==> src/rtl/e1_slot_loop.sv <==
module e1_slot_loop #(
  parameter int NSLOT      = 32,
  parameter int DW         = 8,
  parameter int LOCAL_BIT  = 4,
  parameter int REMOTE_BIT = 5,
  localparam int AW = $clog2(NSLOT)
) (
  input  logic          clk,
  input  logic          rst_n,
  input  logic          cfg_we,
  input  logic [AW-1:0] cfg_addr,
  input  logic [DW-1:0] cfg_wdata,
  output logic [DW-1:0] cfg_rdata,
  input  logic          tx_in_valid,
  input  logic [AW-1:0] tx_in_slot,
  input  logic [DW-1:0] tx_in_data,
  output logic          tx_out_valid,
  output logic [AW-1:0] tx_out_slot,
  output logic [DW-1:0] tx_out_data,
  input  logic          rx_in_valid,
  input  logic [AW-1:0] rx_in_slot,
  input  logic [DW-1:0] rx_in_data,
  output logic          rx_out_valid,
  output logic [AW-1:0] rx_out_slot,
  output logic [DW-1:0] rx_out_data
);

  logic [DW-1:0] ctl   [NSLOT];
  logic [DW-1:0] txbuf [NSLOT];
  logic [DW-1:0] rxbuf [NSLOT];

  logic [DW-1:0] tx_ctl, rx_ctl;
  logic          rem_loop, loc_loop;

  assign tx_ctl    = ctl[tx_in_slot];
  assign rx_ctl    = ctl[rx_in_slot];
  assign rem_loop  = tx_ctl[REMOTE_BIT];
  assign loc_loop  = rx_ctl[LOCAL_BIT];
  assign cfg_rdata = ctl[cfg_addr];

  always_ff @(posedge clk) begin
    if (!rst_n) begin
      for (int i = 0; i < NSLOT; i++) begin
        ctl[i]   <= '0;
        txbuf[i] <= '0;
        rxbuf[i] <= '0;
      end
      tx_out_valid <= 1'b0;
      tx_out_slot  <= '0;
      tx_out_data  <= '0;
      rx_out_valid <= 1'b0;
      rx_out_slot  <= '0;
      rx_out_data  <= '0;
    end else begin
      if (cfg_we)      ctl[cfg_addr]     <= cfg_wdata;
      if (tx_in_valid) txbuf[tx_in_slot] <= tx_in_data;
      if (rx_in_valid) rxbuf[rx_in_slot] <= rx_in_data;
      tx_out_valid <= tx_in_valid;
      tx_out_slot  <= tx_in_slot;
      tx_out_data  <= rem_loop ? rxbuf[tx_in_slot] : tx_in_data;
      rx_out_valid <= rx_in_valid;
      rx_out_slot  <= rx_in_slot;
      rx_out_data  <= loc_loop ? txbuf[rx_in_slot] : rx_in_data;
    end
  end

  p_tx_follow_r3: assert property (@(posedge clk) disable iff (!rst_n)
    tx_in_valid |=> tx_out_valid && tx_out_slot == $past(tx_in_slot));
  p_rx_follow_r3: assert property (@(posedge clk) disable iff (!rst_n)
    rx_in_valid |=> rx_out_valid && rx_out_slot == $past(rx_in_slot));
  p_tx_idle_r3: assert property (@(posedge clk) disable iff (!rst_n)
    !tx_in_valid |=> !tx_out_valid);
  p_rx_idle_r3: assert property (@(posedge clk) disable iff (!rst_n)
    !rx_in_valid |=> !rx_out_valid);
  p_tx_pass_r5: assert property (@(posedge clk) disable iff (!rst_n)
    tx_in_valid && !rem_loop |=> tx_out_data == $past(tx_in_data));
  p_rx_pass_r4: assert property (@(posedge clk) disable iff (!rst_n)
    rx_in_valid && !loc_loop |=> rx_out_data == $past(rx_in_data));

endmodule

==> config.mk <==
export PLATFORM = sky130hd
export DESIGN_NAME = e1_slot_loop
export DESIGN_NICKNAME = d
export VERILOG_FILES = /design/src/rtl/e1_slot_loop.sv
export SDC_FILE = /design/constraint.sdc
export NUM_CORES = 1
export LEC_CHECK = 0
export CORE_MARGIN = 4
export CORE_UTILIZATION = 45
export DETAILED_ROUTE_END_ITERATION = 10
export DONT_BUFFER_PORTS = 1
export PLACE_DENSITY = 0.71
export SETUP_SLACK_MARGIN = 0.05
export SLEW_MARGIN = 40
export SYNTH_ARGS = -nofsm -noshare
export SYNTH_HDL_FRONTEND = slang
export SYNTH_SLANG_ARGS = --single-unit
==> constraint.sdc <==
create_clock -name clk -period 3.7 [get_ports clk]
set_clock_uncertainty 0.2 [all_clocks]
set_input_delay 0.925 -clock clk [delete_from_list [all_inputs] [get_ports clk]]
set_output_delay 0.925 -clock clk [all_outputs]
set_load 0.01 [all_outputs]
# Word-level counts from Yosys, hierarchy flattened

Memory sizes are Yosys's and may differ from the RTL's.
Cells that the tools add are included.

Register bits: 28
Latch bits: 0
Memory bits (writable): 768
Bits in read-only memories: 0
Output and inout bits: 36
Logic and storage cells: 33
Memories kept: 3

Add/sub/neg operators: 0
Multiply operators: 0
Div/mod/pow operators: 0
$lt $le $gt $ge: 0
Equal/unequal tests: 0
Shift operators: 0
Muxes and demuxes: 21
Bitwise operators: 0
Reductions and logical operators: 3

Memory list:

| memory | depth | bits a word | read ports | clocked after memory_dff | write ports | RTL line | source |
|---|---|---|---|---|---|---|---|
| ctl    | 32    | 8           | 3          | 0                        | 32          | 28       | `logic [DW-1:0] ctl [NSLOT];` |
| rxbuf  | 32    | 8           | 1          | 0                        | 32          | 30       | `logic [DW-1:0] rxbuf [NSLOT];` |
| txbuf  | 32    | 8           | 1          | 0                        | 32          | 29       | `logic [DW-1:0] txbuf [NSLOT];` |

Operators with widths:

| kind               | count |
|---|---|
| 2-to-1 mux 8 bit   | 5 |
| OR reduction 8 bit | 3 |
| 2-to-1 mux 5 bit   | 3 |
| 2-to-1 mux 1 bit   | 13 |

# Logic depth before layout (Yosys ltp)

Gate-level depths: netlist of the first run.

Word-level depth: 5
Depth in mapped cells: 9

# Least setup slack after synthesis of the first run

Ideal clock, no wire load.

Path kind: input to output
Start point: input port cfg_addr[0]
End point: output port cfg_rdata[6]
Arrival: 2,638 ps
Setup slack: -63 ps
Cell stages on the path: 6
Path buffers: 3
Cell sequence: clkbuf_1 -> buf_1 -> buf_2 -> mux4_2 -> a22oi_1 -> nand4_1

Cells in the longest elaborated chain, start to end: 1

RTL lines:

| item                | RTL line | source |
|---|---|---|
| start: declaration  | 11       | `input logic [AW-1:0] cfg_addr,` |
| memory (32 x 8 bit) | --       |  |
| end: declaration    | 13       | `output logic [DW-1:0] cfg_rdata,` |

No other way between the ends.

==> results of run 1 <==
-- where the power goes --
part           switching, mW  total (mW)  internal (mW)  leakage, nW
Clock                   3.71        8.81           5.10         1.42
Sequential             0.199        10.6           10.4         7.54
Combinational          0.749        1.24          0.494         5.17
-- worst max-delay path: stages (launching register included) --
cell	delay, ps
edfxtp_1	380
mux4_2	480
a22oi_1	350
nand4_1	310
-- placed cells by master (no fill, tap or decap), types with 9 or more instances in the layout --
cell / instances
nand2b_1: 9
nand3b_1: 12
inv_1: 10
nand2_1: 13
clkinv_2: 24
and2_1: 522
mux4_2: 65
clkbuf_1: 12
mux2i_1: 285
o21ai_1: 29
buf_4: 128
nand4_1: 11
dfxtp_1: 28
nor4_1: 32
clkinvlp_4: 10
nand3_1: 10
nor2_1: 76
o22ai_1: 139
edfxtp_1: 768
clkbuf_16: 86
o21ai_0: 63
nor3_1: 257
bufinv_16: 9
a22oi_1: 33
-- state kept, by name, indices dropped and copies added, names as in the netlist, 5 cells and up --
| name | cells |
|---|---|
| txbuf | 256 |
| ctl | 256 |
| rxbuf | 256 |
| tx_out_data | 8 |
| rx_out_data | 8 |
| rx_out_slot | 5 |
| tx_out_slot | 5 |
-- cells by family after synthesis --
logic type,synth area share (%)
AND/OR/NAND/NOR,15.75
multiplexers,11.75
buffers and inverters,2.974
AO/OA/AOI/OAI,5.212
flip-flops,64.31
-- layer usage --
metal | wire (um) | up-vias | share of wire [%]
met4 | 3126 | 0 | 3.2
met3 | 10630 | 205 | 11
met5 | 0 | - | 0
met1 | 38160 | 11590 | 39
li1 | - | 10220 | -
met2 | 44840 | 1220 | 46
-- through the flow --
| stage | util [%] | hold WS (ps) | std cells | power, mW | instance area, um^2 |
|---|---|---|---|---|---|
| 6_report | 50.80 | 207.2 | 3816 | 20.62 | 40990 |
| 5_1_grt | 50.78 | 182.2 | 3809 | 21.18 | 40970 |
| 4_1_cts | 50.76 | 186.2 | 3809 | 20.69 | 40950 |
| 3_5_place_dp | 47.13 | 571.8 | 3647 | 11.97 | 38030 |
| 3_3_place_gp | 47.13 | 568.7 | 3647 | 11.92 | 38030 |
| 2_1_floorplan | - | 474.5 | 2707 | 11.64 | 36730 |
-- area by class of cell --
type | count | area [um^2]
clock buffer | 104 | 2280
inverter | 13 | 48.80
tap | 1060 | 1326
multi-input combinational | 1648 | 12040
fill | 6648 | 39690
timing repair buffer | 130 | 1001
antenna | 7 | 17.52
clock inverter | 58 | 648.1
sequential | 796 | 23620
-- worst max-delay path by stage --
stage               cells after the start      endpoint  slack, ps
floorplan                               5  cfg_rdata[0]         60
finish                                  3  cfg_rdata[3]        390
global placement                        3  cfg_rdata[2]        390
global route                            3  cfg_rdata[3]        320
CTS                                     3  cfg_rdata[2]        310
detailed placement                      3  cfg_rdata[2]        420
==> impl_metrics.env, run 1 <==
export IMPL_status="complete, no violations"
export IMPL_yosysWarnings=0
export IMPL_min_to="rx_out_slot[0]"
export IMPL_rsz0062_at_grt="no"
export IMPL_num_rows=104
export IMPL_drv_slew=0
export IMPL_io_buffers=0
export IMPL_async_reset_ff_share_pct=0
export IMPL_die_height_um=293.7
export IMPL_ys_flop_type="edfxtp_1"
export IMPL_worst_pin_slew_ps=791.4
export IMPL_finalCritPeriodShare_pct=89.54
export IMPL_clkTransAtPathRegs_ps=60
export IMPL_grtUsageTotal_pct=22.14
export IMPL_cts_tree="done"
export IMPL_synth_area_mm2=0.03673
export IMPL_pin_count=80
export IMPL_ff2ff_setup_slack_ps=1150
export IMPL_setup_viol=0
export IMPL_critical_path_endpoint_type="primary output"
export IMPL_r2r_cells=5
export IMPL_hold_path_startpoint="rst_n"
export IMPL_postCtsHoldBufs=0
export IMPL_synth_top_area_share_pct=62.79
export IMPL_period_needed_ps=3313
export IMPL_antenna_found_initial=6
export IMPL_syn_to_final_growth_pct=11.59
export IMPL_totalWireLength_um=96750
export IMPL_cts_buffer_depth=3
export IMPL_final_layout_size_suffix_gt1_share_pct=13.17
export IMPL_synth_distinct_cells=50
export IMPL_irDropWorstVdd_mv=0.4235
export IMPL_grt_start_max_net_pins=150
export IMPL_max_freq_mhz=301.8
export IMPL_drc=0
export IMPL_worstPathMaxFanout=1
export IMPL_vias_per_cell=6.088
export IMPL_synth_cells=2707
export IMPL_yosysMostFrequentCell="edfxtp_1"
export IMPL_postCtsSetupRepairBufs=0
export IMPL_die_area_mm2=0.08626
export IMPL_start_kind="register"
export IMPL_synthesis_nets=2751
export IMPL_place_hpwl_um=63950
export IMPL_power_density_mw_per_mm2=503.0
export IMPL_met2_usage_pct=35.27
export IMPL_cts_sinks=796
export IMPL_grt_pass1_vias=22880
export IMPL_cts_root_buffer_cell="clkbuf_16"
export IMPL_cp_arrival_ps=2190
export IMPL_final_hold_viol_count=0
export IMPL_ys_ff_latch=796
export IMPL_nNetsFinal=2719
export IMPL_preCtsSetupSlack_ps=418.8
export IMPL_use_met3_pct=5.728
export IMPL_coreArea_mm2=0.08068
export IMPL_vias=23230
export IMPL_yosysSeqAreaShare_pct=64.31
export IMPL_reg2reg_to="rx_out_data[1]"
export IMPL_htreeDepth=3
export IMPL_hold_path_class="input port to register"
export IMPL_dr_first_iter_drc_count=2852
export IMPL_fin_tns_setup_ps=0
export IMPL_synth_edff_count=768
export IMPL_die_w_um=293.7
export IMPL_numCtsBuffers=86
export IMPL_drt_pass1_iterations=7
export IMPL_relSlewSlack_pct=46.89
export IMPL_p_leak_nw=14.14
export IMPL_insertion_delay_ps=660
export IMPL_gp_congestion=0.9477
export IMPL_cts_resized=0
export IMPL_busiest_layer="met2"
export IMPL_synth_avg_cell_area_um2=13.57
export IMPL_met1_usage_pct=30.06
export IMPL_grt_ovfl_total=0
export IMPL_wl_per_cell_um=25.35
export IMPL_drv_cap=0
export IMPL_crit_start="ctl[7][3]"
export IMPL_worstPathRequired_ps=2570
export IMPL_r2r_start="ctl[25][4]"
export IMPL_synth_common_cells="768 x edfxtp_1, 522 x and2_1, 285 x mux2i_1, 257 x nor3_1, 183 x clkbuf_1"
export IMPL_start_util_pct=45.53
export IMPL_hold_depth=1
export IMPL_crit_type="register to primary output"
export IMPL_synth_top_cell_by_area="edfxtp_1"
export IMPL_ant_nets=0
export IMPL_ys_top_cells_by_area="edfxtp_1 63%, and2_1 8.9%, mux2i_1 7.8%"
export IMPL_timing_final_ws_setup_ps=387.1
export IMPL_grt_pass1_wl_um=144600
(Power assumes the default switching activity.)
==> run 2: changes to the inputs <==
--- a/config.mk
+++ b/config.mk
@@ -5,11 +5,11 @@
 export SDC_FILE = /design/constraint.sdc
 export NUM_CORES = 1
 export LEC_CHECK = 0
+export BUFFER_PORTS_ARGS = -buffer_cell sky130_fd_sc_hd__buf_2
 export CORE_MARGIN = 4
 export CORE_UTILIZATION = 45
 export DETAILED_ROUTE_END_ITERATION = 10
-export DONT_BUFFER_PORTS = 1
-export PLACE_DENSITY = 0.71
+export PLACE_DENSITY = 0.72
 export SETUP_SLACK_MARGIN = 0.05
 export SLEW_MARGIN = 40
 export SYNTH_ARGS = -nofsm -noshare
==> impl_metrics.env, run 2 (synthesis results as in run 1) <==
export IMPL_status="complete, no violations"
export IMPL_gp_congestion=0.9187
export IMPL_cp_cell_sequence="buf_12 -> buf_12 -> buf_4 -> mux4_2 -> a22oi_1 -> nand4_1 -> buf_2"
export IMPL_clkTransAtPathRegs_ps=60
export IMPL_min_to="rx_out_slot[0]"
export IMPL_preCtsSetupSlack_ps=-100.4
export IMPL_cts_root_buffer_cell="clkbuf_16"
export IMPL_vias_per_cell=6.079
export IMPL_highest_layer="met5"
export IMPL_timing_final_ws_setup_ps=102.3
export IMPL_hold_path_startpoint="rst_n"
export IMPL_rsz0062_at_grt="no"
export IMPL_drv_slew=0
export IMPL_wl_met2_um=46980
export IMPL_pin_count=80
export IMPL_num_rows=104
export IMPL_wl_met1_um=39740
export IMPL_final_hold_viol_count=0
export IMPL_cp_slowest_cell="mux4_2"
export IMPL_insertion_delay_ps=650
export IMPL_finalCritPeriodShare_pct=97.24
export IMPL_grtUsageTotal_pct=22.71
export IMPL_final_layout_size_suffix_gt1_share_pct=16.39
export IMPL_worst_path_most_repeated_cell="buf_12"
export IMPL_hold_depth=2
export IMPL_numCtsBuffers=84
export IMPL_syn_to_final_growth_pct=14.02
export IMPL_power_density_mw_per_mm2=495.3
export IMPL_worstPathMaxFanout=14
export IMPL_postCtsHoldBufs=0
export IMPL_r2r_start="ctl[30][5]"
export IMPL_antenna_found_initial=5
export IMPL_coreArea_mm2=0.08068
export IMPL_cp_depth=7
export IMPL_met3_length_um=9605
export IMPL_worst_pin_slew_ps=915.5
export IMPL_layout_commonest_cell="edfxtp_1"
export IMPL_final_util_pct=51.91
export IMPL_drv_cap=0
export IMPL_start_util_pct=45.53
export IMPL_die_w_um=293.7
export IMPL_ant_nets=0
export IMPL_vias=23950
export IMPL_fin_total_pwr_mw=20.74
export IMPL_p_leak_nw=14.73
export IMPL_max_freq_mhz=278.0
export IMPL_reg2reg_to="tx_out_data[1]"
export IMPL_top_regs="ctl (256), rxbuf (256), txbuf (256)"
export IMPL_wl_per_cell_um=25.41
export IMPL_cp_slowest_stage_delay_ps=490
export IMPL_hold_path_class="input port to register"
export IMPL_setup_viol=0
export IMPL_irDropWorstVdd_mv=0.3796
export IMPL_cts_buffer_depth=3
export IMPL_nNetsFinal=2848
export IMPL_grt_start_max_net_pins=114
export IMPL_totalWireLength_um=100100
export IMPL_cts_tree="done"
export IMPL_die_height_um=293.7
export IMPL_grt_pass1_vias=23380
export IMPL_placed_cells=3776
export IMPL_whs_ps=463.6
export IMPL_die_area_mm2=0.08626
export IMPL_worstPathRequired_ps=2570
export IMPL_drc=0
export IMPL_drt_pass1_iterations=6
export IMPL_period_needed_ps=3598
export IMPL_io_buffers=79
export IMPL_cp_arrival_ps=2470
export IMPL_crit_family="buffers and inverters"
export IMPL_final_cells=3939
export IMPL_start_kind="input port"
export IMPL_ff2ff_setup_slack_ps=1180
export IMPL_r2r_cells=5
export IMPL_critical_path_endpoint_type="primary output"
export IMPL_crit_type="input port to primary output"
export IMPL_place_hpwl_um=68120
export IMPL_relSlewSlack_pct=38.96
export IMPL_grt_ovfl_total=0
export IMPL_cts_sinks=796
export IMPL_final_cell_mix="768 x edfxtp_1, 522 x and2_1, 285 x mux2i_1, 256 x nor3_1, 168 x buf_4"
export IMPL_dr_first_iter_drc_count=3141
export IMPL_htreeDepth=3
export IMPL_crit_buf_inv=4
export IMPL_fillers=6568
export IMPL_grt_pass1_wl_um=147500
==> run 2: cell count changes in the layout (fill, tap and decap cells not counted), moves of 4 or more <==
| cell | before | now |
|---|---|---|
| clkinv_1 | 6 | 24 |
| a22oi_2 | 0 | 5 |
| o21ai_1 | 29 | 34 |
| buf_2 | 0 | 75 |
| clkinvlp_4 | 10 | 4 |
| a22oi_1 | 33 | 28 |
| clkinv_2 | 24 | 13 |
| buf_4 | 128 | 168 |
| buf_12 | 2 | 13 |
| inv_16 | 4 | 0 |
==> run 2: area by class of cell <==
cell class / instances / area (um^2) / area share [%]
Sequential cell: 796 / 23620 / 56.40
Multi-Input combinational cell: 1648 / 12060 / 28.80
Clock buffer: 97 / 2161 / 5.159
Timing Repair Buffer: 261 / 1988 / 4.747
Tap cell: 1060 / 1326 / 3.167
Clock inverter: 59 / 660.6 / 1.577
Inverter: 13 / 48.80 / 0.1165
Antenna cell: 5 / 12.51 / 0.02987
==> run 2: worst max-delay path by stage <==
stage,startpoint,end,slack (ps)
floorplan,cfg_addr[0],cfg_rdata[0],60
global placement,cfg_addr[2],cfg_rdata[5],-300
detailed placement,cfg_addr[0],cfg_rdata[0],-100
CTS,cfg_addr[0],cfg_rdata[2],40
global route,cfg_addr[0],cfg_rdata[6],60
finish,cfg_addr[0],cfg_rdata[6],100
==> run 2: worst reg2reg max path, delay by kind of cell, from the launching register on <==
kind	cells	cell delay, ps
and+or+nand+nor	1	520
muxes	1	380
AOI/OAI and AO/OA	3	870
DFF	1	410
==> run 2: layer usage <==
layer	track usage, %	vias to the layer above
met2	36.58	1333
li1	-	10470
met1	30.81	11910
met4	8.053	4
met3	4.800	236
met5	0	-
==> run 2: through the flow <==
stage          setup TNS, ps  area (um^2)
2_1_floorplan              0        36730
3_3_place_gp           -2179        38960
3_5_place_dp          -604.3        38960
4_1_cts                    0        41810
5_1_grt                    0        41870
6_report                   0        41880
==> run 2: power by group <==
part / internal, mW / total [mW] / switching (mW)
Sequential: 10.4 / 10.6 / 0.201
Combinational: 0.595 / 1.68 / 1.09
Clock: 4.94 / 8.50 / 3.56
==> run 2: repair_timing <==
action,4_1_cts,5_1_grt
setup endpoints to repair,8,7
gates resized for setup,5,5
buffers inserted,0,1
pin swaps,0,1
cloned,0,1
